===== src/rtl/ckey_pkg.sv =====
package ckey_pkg;
    localparam int unsigned CK_LANES  = 8;
    localparam int unsigned CK_LANE_W = 8;
endpackage


===== src/rtl/ckey_lane_cmp.sv =====
module ckey_lane_cmp #(
    parameter int unsigned LANES  = 8,
    parameter int unsigned LANE_W = 8
) (
    input  logic [LANES*LANE_W-1:0] fg,
    input  logic [LANE_W-1:0]       key,
    output logic [LANES-1:0]        hit
);
    localparam int unsigned W = LANES * LANE_W;

    logic [W-1:0] key_rep;

    for (genvar i = 0; i < LANES; i++) begin : g_lane
        // replicate the key byte into every lane, then compare lane-wise
        assign key_rep[i*LANE_W +: LANE_W] = key;
        assign hit[i] = (fg[i*LANE_W +: LANE_W] == key_rep[i*LANE_W +: LANE_W]);
    end
endmodule


===== src/rtl/ckey_mask_expand.sv =====
module ckey_mask_expand #(
    parameter int unsigned LANES  = 8,
    parameter int unsigned LANE_W = 8
) (
    input  logic [LANES-1:0]        bits,
    output logic [LANES*LANE_W-1:0] wide
);
    for (genvar i = 0; i < LANES; i++) begin : g_lane
        assign wide[i*LANE_W +: LANE_W] = {LANE_W{bits[i]}};
    end
endmodule


===== src/rtl/ckey_merge.sv =====
module ckey_merge #(
    parameter int unsigned W = 64
) (
    input  logic [W-1:0] fg,
    input  logic [W-1:0] bg,
    input  logic [W-1:0] sel,
    output logic [W-1:0] pix
);
    logic [W-1:0] bg_keep;
    logic [W-1:0] fg_keep;

    assign bg_keep = bg & sel;
    assign fg_keep = fg & ~sel;
    assign pix     = bg_keep | fg_keep;
endmodule


===== src/rtl/ckey_overlay.sv =====
module ckey_overlay
    import ckey_pkg::*;
#(
    parameter int unsigned       LANES    = CK_LANES,
    parameter int unsigned       LANE_W   = CK_LANE_W,
    parameter logic [LANE_W-1:0] KEY_INIT = '0
) (
    input  logic                    clk,
    input  logic                    rst_n,
    input  logic                    key_load,
    input  logic [LANE_W-1:0]       key_in,
    input  logic                    in_valid,
    output logic                    in_ready,
    input  logic [LANES*LANE_W-1:0] fg_in,
    input  logic [LANES*LANE_W-1:0] bg_in,
    output logic                    out_valid,
    input  logic                    out_ready,
    output logic [LANES*LANE_W-1:0] out_pix,
    output logic [LANES-1:0]        out_mask
);
    localparam int unsigned W = LANES * LANE_W;

    typedef struct packed {
        logic [LANE_W-1:0] key;
        logic              s1_v;
        logic [W-1:0]      s1_fg;
        logic [W-1:0]      s1_bg;
        logic [LANES-1:0]  s1_m;
        logic              s2_v;
        logic [W-1:0]      s2_pix;
        logic [LANES-1:0]  s2_m;
    } state_t;

    state_t q, d;

    logic [LANE_W-1:0] key_cur;
    logic [LANES-1:0]  hit;
    logic [W-1:0]      sel_wide;
    logic [W-1:0]      merged;
    logic              s2_take;
    logic              s1_take;

    assign key_cur = q.key;

    ckey_lane_cmp #(.LANES(LANES), .LANE_W(LANE_W)) u_cmp (
        .fg  (fg_in),
        .key (key_cur),
        .hit (hit)
    );

    ckey_mask_expand #(.LANES(LANES), .LANE_W(LANE_W)) u_expand (
        .bits (q.s1_m),
        .wide (sel_wide)
    );

    ckey_merge #(.W(W)) u_merge (
        .fg  (q.s1_fg),
        .bg  (q.s1_bg),
        .sel (sel_wide),
        .pix (merged)
    );

    always_comb begin
        d       = q;
        s2_take = !q.s2_v || out_ready;
        s1_take = !q.s1_v || s2_take;

        if (key_load) begin
            d.key = key_in;
        end

        if (s2_take) begin
            d.s2_v = q.s1_v;
            if (q.s1_v) begin
                d.s2_pix = merged;
                d.s2_m   = q.s1_m;
            end
        end

        if (s1_take) begin
            d.s1_v = in_valid;
            if (in_valid) begin
                d.s1_fg = fg_in;
                d.s1_bg = bg_in;
                d.s1_m  = hit;
            end
        end
    end

    always_ff @(posedge clk or negedge rst_n) begin
        if (!rst_n) begin
            q     <= '0;
            q.key <= KEY_INIT;
        end else begin
            q <= d;
        end
    end

    assign in_ready  = s1_take;
    assign out_valid = q.s2_v;
    assign out_pix   = q.s2_pix;
    assign out_mask  = q.s2_m;
endmodule


===== config.mk =====
export PLATFORM = sky130hd
export DESIGN_NAME = ckey_overlay
export DESIGN_NICKNAME = d
export VERILOG_FILES = /design/src/rtl/ckey_pkg.sv /design/src/rtl/ckey_lane_cmp.sv /design/src/rtl/ckey_mask_expand.sv /design/src/rtl/ckey_merge.sv /design/src/rtl/ckey_overlay.sv
export SDC_FILE = /design/constraint.sdc
export NUM_CORES = 1
export LEC_CHECK = 0
export CORE_ASPECT_RATIO = 0.8
export CORE_MARGIN = 4
export CORE_UTILIZATION = 30
export DETAILED_ROUTE_END_ITERATION = 16
export PLACE_DENSITY = 0.56
export SETUP_SLACK_MARGIN = 0.15
export SLEW_MARGIN = 5
export SYNTH_ARGS = -nofsm -noshare
export SYNTH_HDL_FRONTEND = slang
export SYNTH_HIERARCHICAL = 1
export SYNTH_SLANG_ARGS = --single-unit

===== constraint.sdc =====
create_clock -name clk -period 1.3 [get_ports clk]
set_input_delay 0.26 -clock clk [delete_from_list [all_inputs] [get_ports clk]]
set_output_delay 0.26 -clock clk [all_outputs]
set_load 0.01 [all_outputs]

==> flow_summary.yaml <==
outcome:
  status: "finished, violations left"
  violations: "setup timing"
synthesis:
  ys_seq_elements: 218
  synth.distinct_cells: 14
  yosysMostFrequentCell: "dfrtp_1"
  syn_nets: 899
  yosys.area.top_type: "dfrtp_1"
  async_flop_share_pct: 100
  synth-edff-count: 0
  synth_top_area_share_pct: 49.2
  avgSynthCellArea_um2: 14.6
  synthFlopType: "dfrtp_1"
  synth_common_cells: "dfrtp_1 (218), mux2_2 (176), buf_4 (153)"
  synthCells: 758
  synth_area_leaders: "dfrtp_1 (49%), mux2_2 (18%), mux2_4 (14%), buf_4 (10%), xnor2_1 (5.1%)"
  yosysSeqAreaShare_pct: 49.2
  syn-cell-area_um2: 11100
  ys_warn_count: 6
floorplan:
  chipHeight_um: 180
  std_cell_rows: 62
  die_w_um: 223
  die_area_um2: 40100
  ioPinCount: 215
  core_um2: 36100
  initial_core_util_pct: 30.6
layout:
  num_antenna_cells: 0
  finish.net_count: 1096
  final-instance-count-excl-fill: 1452
  areaGrowthSynthToFinish_pct: 31.4
  drive_gt1_share_pct: 53.3
  n_fill_cell: 3432
  final_util_pct: 40.3
  ff_latch_area_um2: 5460
  fin_area_um2: 14600
  multi_input_area_um2: 4600
sta:
  hold_violations: 0
  fin_ws_ps: -172
  finClkSkew_ps: 12.7
  slew_viol_final: 0
  fin_crit_ps: 1470
  period_share_pct: 113
  slew_headroom_pct: 75.9
  tightest_slew_ps: 361
  clock.fmax_mhz: 680
  finalSetupViolations: 237
  final.setup.tns_ps: -24760
  rsz0062_at_grt: "yes"
  whs_ps: 232
clock_tree:
  htree_levels: 1
  clockBufferDepth: 3
  path_clk_slew_ps: 60
  ctsRootBufferMaster: "clkbuf_16"
  clk_latency_ps: 530
  cts_tree: "built"
  cts_buffers: 25
  numClockSinks: 218
placement:
  dp_hpwl_um: 19200
  gp_congestion: 0.727
  place_inst: 1354
  dpl_cell_area_um2: 13200
  dp_slack_ps: -542
  io_buffers: 214
global_routing:
  grt_pass1_wl_um: 42100
  antenna_found_initial: 0
  grt_pass1_vias: 6657
  grtUsageTotal_pct: 13.5
  overflow: 0
  grt_max_degree: 43
job:
  drv_cap: 0
detailed_routing:
  antenna_left: 0
  viasPerCell: 4.20
  vias: 6096
  route.detailed.drc: 0
  drt_first_pass_iters: 4
  drtIter0Drc: 173
  wl_um: 28600
  wl_per_cell_um: 19.7
setup_path:
  endpoint_kind: "flip-flop"
  arrival_ps: 1870
  startpoint_type: "flip-flop"
  crit_path_max_fanout: 32
  critical_path_class: "reg2reg"
  required_ps: 1700
pwr:
  powerDensity_nw_per_um2: 1440
  totalPowerFinal_mw: 21.0
  p_leak_nw: 6.61
  ir_worst_vdd_uv: 876
worst_hold_path:
  holdCritPathClass: "in2async"
layout by cell type (no fill, tap or decap):
| master | Yosys | final |
|---|---|---|
| mux2_4 | 104 | 182 |
| bufinv_16 | 0 | 1 |
| buf_2 | 0 | 59 |
| buf_12 | 5 | 10 |
| buf_4 | 153 | 97 |
| nand4_1 | 16 | 16 |
| nand3b_4 | 1 | 1 |
| nand2b_1 | 3 | 3 |
| xnor2_1 | 64 | 64 |
| dfrtp_1 | 218 | 217 |
| dfrtp_2 | 0 | 1 |
| buf_16 | 0 | 6 |
| clkbuf_1 | 1 | 6 |
| clkdlybuf4s50_1 | 0 | 139 |
| nor2_1 | 8 | 8 |
| buf_8 | 0 | 2 |
| clkbuf_16 | 0 | 29 |
| nand2_4 | 1 | 1 |
| inv_6 | 0 | 1 |
| mux2_2 | 176 | 98 |
| clkinv_2 | 0 | 7 |
| clkbuf_8 | 0 | 4 |
| dlygate4sd3_1 | 0 | 1 |
| buf_6 | 7 | 18 |
| nand2_8 | 0 | 1 |
per-layer routing:
layer	GRT usage, %	part of all wire, %	vias to the layer above
met3	3.25	5.2	34
met4	2.39	1.6	0
met5	0	0	-
li1	-	-	2870
met2	21.8	46	126
met1	18.8	47	3066
report_power, final:
group / internal [mW] / leakage (nW) / switching, mW / total (mW)
sequential: 7.95 / 2.58 / 0.658 / 8.61
combinational: 3.62 / 3.64 / 1.99 / 5.60
clock: 3.96 / 0.390 / 2.81 / 6.76
worst paths after layout:
check / startpoint / endpoint / slack [ps] / cells past startpoint
max: out_valid / q[154] / -170 / 4
min: rst_n / q[143] / 230 / 2
max reg2reg: out_valid / q[154] / -170 / 4
min reg2reg: out_pix[3] / out_pix[3] / 500 / 1
max in group asynchronous: rst_n / q[194] / 480 / 3
min in group clk: key_in[4] / key_cur[4] / 340 / 2
kinds of logic (layout without fill, tap and decap cells):
logic type,Yosys count,after routing,share of synthesized area (%)
muxes,280,280,32.0
DFF,218,218,49.2
buffers and inverters,166,380,12.0
xor gates and xnor gates,64,64,5.06
and+or+nand+nor,30,30,1.68
registers in the layout, indices dropped and copies added (netlist names):
name / flops
out_valid: 1
out_pix: 64
q: 137
out_mask: 8
key_cur: 8
final cells by class:
cell class / count / area share, %
Tap cell: 480 / 4.13
Clock inverter: 9 / 0.507
Clock buffer: 35 / 4.83
Sequential cell: 218 / 37.5
Multi-Input combinational cell: 374 / 31.6
Timing Repair Buffer: 336 / 21.5
worst max-delay path: stages, from the launching register on:
cell and delay [ps]:
dfrtp_1 410, nand3b_4 140, nand2_8 190, buf_16 230
mux2_2 360
what timing repair did:
item,in CTS,in global routing
pin swaps,1,0
setup buffers,16,30
setup endpoints to repair,282,282
cloned,3,4
endpoints found under the hold margin,205,0
gates resized for setup,351,45
hold buffers,1,0
No activity file was read; power rests on OpenSTA's default activity.
